$ cat config.mk
export PLATFORM = sky130hd
export DESIGN_NAME = cache_health_mon
export DESIGN_NICKNAME = d
export VERILOG_FILES = /design/src/rtl/chm_pkg.sv /design/src/rtl/chm_line_table.sv /design/src/rtl/chm_sat_counter.sv /design/src/rtl/chm_status.sv /design/src/rtl/cache_health_mon.sv
export SDC_FILE = /design/constraint.sdc
export NUM_CORES = 1
export LEC_CHECK = 0
export BUFFER_PORTS_ARGS = -buffer_cell sky130_fd_sc_hd__clkbuf_2
export CORE_MARGIN = 5
export CORE_UTILIZATION = 34
export CTS_CLUSTER_SIZE = 28
export DETAILED_ROUTE_END_ITERATION = 8
export SYNTH_ARGS = -nofsm -noshare
export SYNTH_HDL_FRONTEND = slang
export SYNTH_SLANG_ARGS = --single-unit
$ cat constraint.sdc
create_clock -name clk_i -period 5.4 [get_ports clk_i]
set_clock_uncertainty 0.1 [all_clocks]
set_input_delay 0.27 -clock clk_i [delete_from_list [all_inputs] [get_ports clk_i]]
set_output_delay 0.27 -clock clk_i [all_outputs]
set_load 0.005 [all_outputs]
$ cat src/rtl/chm_pkg.sv
package chm_pkg;
  typedef enum logic {
    HEALTH_GREEN  = 1'b0,
    HEALTH_YELLOW = 1'b1
  } health_e;
endpackage

$ cat src/rtl/chm_line_table.sv
module chm_line_table #(
  parameter int NUM_LINES = 48,
  parameter int IDX_W     = 6
) (
  input  logic             clk_i,
  input  logic             rst_ni,
  input  logic             clr_i,
  input  logic             corr_i,
  input  logic [IDX_W-1:0] line_i,
  output logic             newly_aff_o
);
  logic [NUM_LINES-1:0] seen_q, aff_q;
  logic sel_seen, sel_aff, sel_hit;

  always_comb begin
    sel_seen = 1'b0;
    sel_aff  = 1'b0;
    sel_hit  = 1'b0;
    for (int i = 0; i < NUM_LINES; i++) begin
      if (line_i == IDX_W'(i)) begin
        sel_seen = seen_q[i];
        sel_aff  = aff_q[i];
        sel_hit  = 1'b1;
      end
    end
  end

  // first correction marks seen, a later one marks affected
  assign newly_aff_o = corr_i && !clr_i && sel_hit && sel_seen && !sel_aff;

  for (genvar g = 0; g < NUM_LINES; g++) begin : g_line
    logic hit;
    assign hit = corr_i && (line_i == IDX_W'(g));
    always_ff @(posedge clk_i or negedge rst_ni) begin
      if (!rst_ni) begin
        seen_q[g] <= 1'b0;
        aff_q[g]  <= 1'b0;
      end else if (clr_i) begin
        seen_q[g] <= 1'b0;
        aff_q[g]  <= 1'b0;
      end else if (hit) begin
        if (seen_q[g]) aff_q[g] <= 1'b1;
        seen_q[g] <= 1'b1;
      end
    end
  end
endmodule

$ cat src/rtl/chm_sat_counter.sv
module chm_sat_counter #(
  parameter int CNT_W = 4
) (
  input  logic             clk_i,
  input  logic             rst_ni,
  input  logic             clr_i,
  input  logic             inc_i,
  output logic [CNT_W-1:0] cnt_o
);
  localparam logic [CNT_W-1:0] CntMax = '1;
  logic [CNT_W-1:0] cnt_q;

  always_ff @(posedge clk_i or negedge rst_ni) begin
    if (!rst_ni)                        cnt_q <= '0;
    else if (clr_i)                     cnt_q <= '0;
    else if (inc_i && cnt_q != CntMax)  cnt_q <= cnt_q + CNT_W'(1);
  end

  assign cnt_o = cnt_q;
endmodule

$ cat src/rtl/chm_status.sv
module chm_status
  import chm_pkg::*;
#(
  parameter int CNT_W = 4
) (
  input  logic [CNT_W-1:0] cnt_i,
  input  logic [CNT_W-1:0] thresh_i,
  output health_e          status_o
);
  assign status_o = (cnt_i > thresh_i) ? HEALTH_YELLOW : HEALTH_GREEN;
endmodule

$ cat src/rtl/cache_health_mon.sv
module cache_health_mon
  import chm_pkg::*;
#(
  parameter int NUM_LINES = 48,
  parameter int CNT_W     = 4,
  parameter int IDX_W     = $clog2(NUM_LINES)
) (
  input  logic             clk_i,
  input  logic             rst_ni,
  input  logic             clr_i,
  input  logic             evt_valid_i,
  input  logic [IDX_W-1:0] evt_line_i,
  input  logic             evt_uncorr_i,
  input  logic [CNT_W-1:0] thresh_i,
  output logic             status_yellow_o,
  output logic [CNT_W-1:0] affected_cnt_o,
  output logic             uncorr_o,
  output logic             tes_cap_o
);
  logic    corr_evt, newly_aff, uncorr_q;
  health_e status;

  assign corr_evt = evt_valid_i && !evt_uncorr_i;

  chm_line_table #(.NUM_LINES(NUM_LINES), .IDX_W(IDX_W)) i_table (
    .clk_i      (clk_i),
    .rst_ni     (rst_ni),
    .clr_i      (clr_i),
    .corr_i     (corr_evt),
    .line_i     (evt_line_i),
    .newly_aff_o(newly_aff)
  );

  chm_sat_counter #(.CNT_W(CNT_W)) i_cnt (
    .clk_i (clk_i),
    .rst_ni(rst_ni),
    .clr_i (clr_i),
    .inc_i (newly_aff),
    .cnt_o (affected_cnt_o)
  );

  chm_status #(.CNT_W(CNT_W)) i_status (
    .cnt_i   (affected_cnt_o),
    .thresh_i(thresh_i),
    .status_o(status)
  );

  always_ff @(posedge clk_i or negedge rst_ni) begin
    if (!rst_ni)                          uncorr_q <= 1'b0;
    else if (clr_i)                       uncorr_q <= 1'b0;
    else if (evt_valid_i && evt_uncorr_i) uncorr_q <= 1'b1;
  end

  assign uncorr_o        = uncorr_q;
  assign status_yellow_o = (status == HEALTH_YELLOW);
  assign tes_cap_o       = 1'b1;
endmodule

# Word-level counts from Yosys, hierarchy flattened
# Index checks and enable logic that the tools add are counted.
op_classes:
  magnitude_cmp: 1
  n_addsub: 1
  reduce_logical: 205
  n_eq_ne: 48
  mux: 389
ops:
  columns: ["operator", "n"]
  rows:
  - ["$mux 1", 387]
  - ["$reduce_bool 2->1", 98]
  - ["$eq 6x5->1 const B", 16]
  - ["$eq 6x6->1 const B", 16]
  - ["$reduce_and 2->1", 48]
  - ["$logic_and 1x1->1", 55]
  - ["$eq 6x4->1 const B", 8]
  - ["$eq 6x3->1 const B", 4]
  - ["$eq 6x2->1 const B", 2]
  - ["$mux 4", 2]
  - ["$eq 6x1->1 const B", 1]
  - ["$logic_not 6->1", 1]
  - ["$add 4x1->4 const B", 1]
  - ["$gt 4x4->1", 1]
  - ["$ne 4x4->1 const B", 1]
  - ["$logic_not 1->1", 3]
word_totals:
  word_cells: 742
  inputBits: 15
  out_inout_bits: 7
  reg_bits: 101

# Longest topological paths before layout
depth:
  ltp_word: 55
  ltp_mapped: 11
  mapped_depth_nobuf: 8

# Modules after synthesis
# Synthesis repeated with hierarchy kept, for this count alone.
hier_totals:
  hier_cells: 617
  hier_area_um2: 5357.6
modules_own_cells:
  columns: ["module", "cells_per_inst", "seq_area_each_um2", "area_each_um2", "instances"]
  rows:
  - ["chm_line_table", 578, 2402.3, 4976.0, 1]
  - ["chm_sat_counter", 20, 100.1, 229.0, 1]
  - ["chm_status", 13, 0.0, 98.8, 1]
  - ["cache_health_mon", 6, 25.0, 53.8, 1]

# Worst setup path after synthesis
# No wires, ideal clock.
synth_timing:
  path_kind: "reg-to-reg"
  start: "reg i_table.seen_q[1]"
  end: "reg i_cnt.cnt_q[1], in the netlist i_cnt.cnt_o[1]"
  required_time_ns: 5.175
  path_slack_ns: 2.949
  arrival_time_ns: 2.226
  path_stages_with_launch: 9
  n_path_buf: 0
  period_less_slack_ns: 2.451
  setup_time_ns: 0.125
  path_cell_list: "dfrtp_1 > mux4_1 > a32o_1 > o2111ai_1 > a41oi_1 > nor4_1 > a311oi_2 > o211ai_2 > mux2_4"
synth_via:
  elab_chain_cells: 51
synth_rtl:
  columns: ["item", "line_no", "text"]
  rows:
  - ["start, declared", "chm_line_table.sv:12", "logic [NUM_LINES-1:0] seen_q, aff_q;"]
  - ["start signal, assigned by index", "chm_line_table.sv:36", "seen_q[g] <= 1'b0;"]
  - ["start signal, assigned by index", "chm_line_table.sv:39", "seen_q[g] <= 1'b0;"]
  - ["start signal, assigned by index", "chm_line_table.sv:43", "seen_q[g] <= 1'b1;"]
  - ["$mux 1 (47 in series)", "chm_line_table.sv:20", "if (line_i == IDX_W'(i)) begin"]
  - ["$logic_and 1x1->1 (2 in series)", "chm_line_table.sv:29", "assign newly_aff_o = corr_i && !clr_i && sel_hit && sel_seen && !sel_aff;"]
  - ["$logic_and 1x1->1", "chm_sat_counter.sv:16", "else if (inc_i && cnt_q != CntMax) cnt_q <= cnt_q + CNT_W'(1);"]
  - ["$reduce_bool 2->1 (no line)", null, null]
  - ["end signal, assigned", "chm_sat_counter.sv:16", null]
  - ["end, declared", "chm_sat_counter.sv:11", "logic [CNT_W-1:0] cnt_q;"]
# Every way passes these cells.
# A chain may end at the register's enable or synchronous reset.

# Worst setup path after layout
layout_timing:
  start: "in evt_line_i[0]"
  end: "reg i_cnt.cnt_q[1], in the netlist i_cnt.cnt_o[1]"
layout_via:
  elab_chain_cells: 54
  elab_cells_between_ends: 198
  classes_between: "eq/ne: 47; mux: 144; reduce/logical: 7"
layout_rtl:
  columns: ["item", "line_no", "text"]
  rows:
  - ["start, declared", "cache_health_mon.sv:12", "input logic [IDX_W-1:0] evt_line_i,"]
  - ["$logic_not 6->1", "chm_line_table.sv:20", null]
  - ["$mux 1 (48 in series)", "chm_line_table.sv:20", null]
  - ["$logic_and 1x1->1 (2 in series)", "chm_line_table.sv:29", null]
  - ["$logic_and 1x1->1 (*)", "chm_line_table.sv:29", null]
  - ["$logic_and 1x1->1 (*)", "chm_sat_counter.sv:16", null]
  - ["$reduce_bool 2->1 (no line) (*)", null, null]
# Mark *: on every way between the ends. The rest lies on a longest branch, timed or not.

==> results.md <==
- The global placer's final weighted congestion is between 0.9 and 1.
- After synthesis the cells add up to roughly 5300 sq um.
- The number of pins with negative max-slew slack in the final report came to 0.
- In the routed design, unresolved DRC markers number 0.
- The clock sink count is ~100.
- Summing the areas of all xor and xnor instances in the mapped netlist gives less than 1% of the synthesized area.
- The layout overhead on the synthesized area is 9.89%.
- Summing the sequential cell areas from Yosys gives a little under half of the chip area.
- Subtracting the final worst setup slack from the clock period gives 3.15 ns.
- The number of max-capacitance violations reported is 0.
- The cell count along the critical path is 10.
- The register cell area after layout is around 2500 sq um.
- In this run the post-CTS setup repair buffer count came out at 0.
- Data on the critical path is required at its endpoint by around 5.5 ns.
- The final cycle utilization of the critical path is 58.4%.
- The diode insertion count for antenna repair is 0.
- The achievable frequency is 317 MHz.
- The number of iterations in the first detailed-routing pass is 6.
- The number of ports placed on the die boundary is 22.
- The number of gates resized after CTS was 0.
- The number of global-route vias before repair is 4358.
- By area, the combinational part of the netlist is dominated by simple AND/OR/NAND/NOR gates.
- The detailed router finished its first iteration with 577 violations.
- The leakage power figure is around 2.5 nW.
- The initial core utilization is roughly a third.
- The cell depth of the worst flop-to-flop path is 8.
- Setup repair after global routing left no endpoint under its margin.
- The post-synthesis share of cell area spent on full adders, half adders and majority gates is roughly 1.2%.
- After filler insertion, the fill cell instance count of the layout stands at 1534.
- The total core area is around 15000 sq um.
- The maximum fanout along the worst path is 24.
- The cell at the slowest stage of the critical path is sky130_fd_sc_hd__mux4_1.
- Dividing the detail-routed wire length by the instance count gives approximately 19 um.
- Summing the areas of all and, or, nand and nor instances in the mapped netlist gives between 20% and 30% of the synthesized area.
- The leading cell type in the layout, fill and taps excluded is sky130_fd_sc_hd__nor2_1.
- The headroom to the max-slew limit is 29.5%.
- The total via count in the routed design is 4563.
- In this run the number of H-tree levels came out at 3.
- Across the VDD grid, the largest voltage drop is about 0.18 mV.
- By area the synthesized netlist is led by sky130_fd_sc_hd__dfrtp_1, sky130_fd_sc_hd__nor2_1, sky130_fd_sc_hd__a21oi_1.
- The TritonCTS clock tree is done.
- After synthesis the netlist holds a flip-flop and latch count of about 100.
- The worst hold path was traced through 3 stages.
- The initial antenna violation count was 0.
- The number of hold-slack violations in the final timing report is 0.
- After clock tree synthesis, the clock-pin slew on the worst setup and hold paths is around 0.07 ns.
- Clock latency on the worst-skew pair, taken at its later pin, is 0.36 ns.
- The flow ran to the end, and the final reports show no timing, DRC or antenna violations.
- The pin count of the biggest net entering global routing is approximately 110.
- The startpoint type of the worst setup path is an input port.
- The share of flip-flops with an asynchronous set or reset is between 90% and 100%.
- The ratio of cells with drive above 1 in the final layout is about a tenth.
- The share of the synthesized area in the top cell type is between 40 and 50%.
- The cell type contributing the most total cell area after synthesis is sky130_fd_sc_hd__dfrtp_1.
- The final cell count without fillers is slightly above 800.
- The average instance area after synthesis is approximately 8.9 sq um.
- The critical path in this run is classified as in2reg.
- The category of cells accounting for the largest share of critical-path delay is compound AO/OA/AOI/OAI gates.
- Adding up every negative setup slack in the final design gives 0 ns.
- In the layout the commonest cells are sky130_fd_sc_hd__nor2_1, sky130_fd_sc_hd__dfrtp_1, sky130_fd_sc_hd__a21oi_1.
- The area of the die is approximately 18000 sq um.
- The detail route stage leaves a number of antenna-violating nets equal to 0.
- The number of nets in the synthesized netlist is 615.
- The horizontal die dimension is approximately 140 um.
- The warning count from the yosys run is 0.
- The arrival time at the worst endpoint is ~3.3 ns.
- Summing the areas of all compound-gate instances in the mapped netlist gives 18.7% of the synthesized area.
- At the end of the flow, the number of nets in the layout was between 600 and 700.
- The cell row count is 45.
- The clock buffer count from CTS is 9.
- The root buffer selected by CTS is sky130_fd_sc_hd__clkbuf_16.
- After global routing the overflow that remains totals 0.
- Summed over all nets, the half-perimeter wirelength after detailed placement is ~10 mm.
- In the final layout, the multi-input gates occupy around 2500 sq um.
- Including well taps, the total number of placed cells is between 700 and 800.
- The first global-routing pass estimated roughly 24 mm of wire.
- The aggregate global-route resource usage is roughly 17%.
- Wires add up to around 15 mm.
- The count of flip-flops with a built-in enable after synthesis is 0.
- The clock passes through at most 2 buffers.
- The final-report setup violation count is 0.
- Once layout is complete, the utilization of the core stands at between 30% and 40%.
- The number of vias per cell is 5.63.
- The number of different library cells in the post-synthesis netlist is 68.
- The areal power density over the cells is 275 nW/um^2.
- From bottom edge to top edge, the die measures 135 um.
- The most used flip-flop cell after synthesis is sky130_fd_sc_hd__dfrtp_1.
- Together, buffers and inverters on the worst path number 2.
- Traced cell by cell, the critical path runs through clkbuf_2 -> buf_4 -> mux4_1 -> a32o_1 -> o2111ai_1 -> a41oi_1 -> nor4_1 -> a311oi_2 -> o211ai_2 -> mux2_4.
- The worst setup path is captured at a flip-flop.
- Buffers placed on the I/O ports in this run total 20.
- Of the post-synthesis cell area, the part taken by muxes is between 3 and 4%.
- The tightest hold path in the finished design has a slack of ~0.08 ns.
- The slew at the pin closest to its max-slew limit is 1.06 ns.
- The gate count after technology mapping is approximately 600.
- The min-delay analysis places its worst path in the category in2reg.
- The largest single stage delay on the critical path is 0.59 ns.
==> cells in the mapped netlist, drive strengths merged, types with 2 or more instances <==
library cell	n
o2111ai	4
o21ai	12
and3	6
a22oi	2
nand3b	3
a21o	2
mux2i	8
a32oi	2
buf	19
or2b	2
nor3	14
a311oi	2
nand4	3
nor2b	11
nor4	3
nor4b	2
nand3	15
clkbuf	22
nor3b	3
o22ai	5
o211ai	2
o311ai	2
ha	5
inv	8
nand2b	14
nand4b	2
a41oi	10
dfrtp	101
a21oi	48
mux2	7
nor2	162
o221ai	3
nand2	23
and2	3
a22o	2
a2bb2oi	3
a31oi	36
a211oi	5
==> cells by family after synthesis <==
| kind of cell | Yosys count |
|---|---|
| and+or+nand+nor | 272 |
| AOI/OAI and AO/OA | 149 |
| DFF | 101 |
| buffers and inverters | 50 |
| muxes | 16 |
| adders and majority gates | 5 |
| other | 1 |
| xor gates and xnor gates | 1 |
==> layout make-up <==
class	count	share of cell area, %
Sequential cell	101	43.3
Multi-Input combinational cell	444	43.0
Tap cell	211	4.52
Clock buffer	10	3.92
Timing Repair Buffer	30	3.13
Clock inverter	6	1.61
Inverter	9	0.578
==> worst register-to-register path: stages (launching register included) <==
cell and delay [ns]:
sky130_fd_sc_hd__dfrtp_1 0.41, sky130_fd_sc_hd__mux4_1 0.51, sky130_fd_sc_hd__a32o_1 0.22, sky130_fd_sc_hd__o2111ai_1 0.11
sky130_fd_sc_hd__a41oi_1 0.14, sky130_fd_sc_hd__nor4_1 0.39, sky130_fd_sc_hd__a311oi_2 0.14, sky130_fd_sc_hd__o211ai_2 0.30
sky130_fd_sc_hd__mux2_4 0.32
==> registers in the layout (all words and copies together) (netlist names) <==
register / cells
i_table.aff_q: 48
i_table.seen_q: 48
i_cnt.cnt_o: 4
uncorr_o: 1
==> report_power, final <==
group          internal (mW)  switching (mW)
logic                 0.0342           0.103
clock network          0.411           0.301
registers              0.758         0.00179
==> metrics by stage <==
step | total power, mW | worst slack, ns | area [sq um]
floorplan | 0.864 | 2.95 | 5320
detailed placement | 0.910 | 1.90 | 5510
global route | 1.67 | 2.01 | 5840
global placement | 0.908 | 1.94 | 5510
finish | 1.61 | 2.25 | 5840
CTS | 1.62 | 2.28 | 5840
==> layer usage <==
metal / GRT usage, % / share of wire, % / vias up / wire length (um)
met5: 0 / 0 / - / 0
met4: 4.93 / 1.6 / 0 / 248
met3: 4.10 / 6.8 / 22 / 1020
met2: 27.0 / 47 / 155 / 7160
met1: 23.6 / 44 / 2279 / 6720
li1: - / - / 2107 / -
==> worst paths after layout <==
| kind | startpoint | end | slack [ns] |
|---|---|---|---|
| min in group asynchronous | rst_ni | i_table.seen_q[17]$_DFFE_PN0P_ | 0.35 |
| max reg2reg | i_table.seen_q[0]$_DFFE_PN0P_ | i_cnt.cnt_o[1]$_DFFE_PN0P_ | 2.66 |
| max in group asynchronous | rst_ni | i_table.aff_q[11]$_DFFE_PN0P_ | 3.71 |
| min reg2reg | i_table.aff_q[41]$_DFFE_PN0P_ | i_table.aff_q[41]$_DFFE_PN0P_ | 0.40 |
| min | evt_uncorr_i | uncorr_o$_DFFE_PN0P_ | 0.08 |
| max | evt_line_i[0] | i_cnt.cnt_o[1]$_DFFE_PN0P_ | 2.25 |
==> what timing repair did <==
item,4_1_cts,5_1_grt
hold buffers,1,0
endpoints found under the setup margin,0,0
endpoints found under the hold margin,44,0
Power figures use the tool's default switching activity.
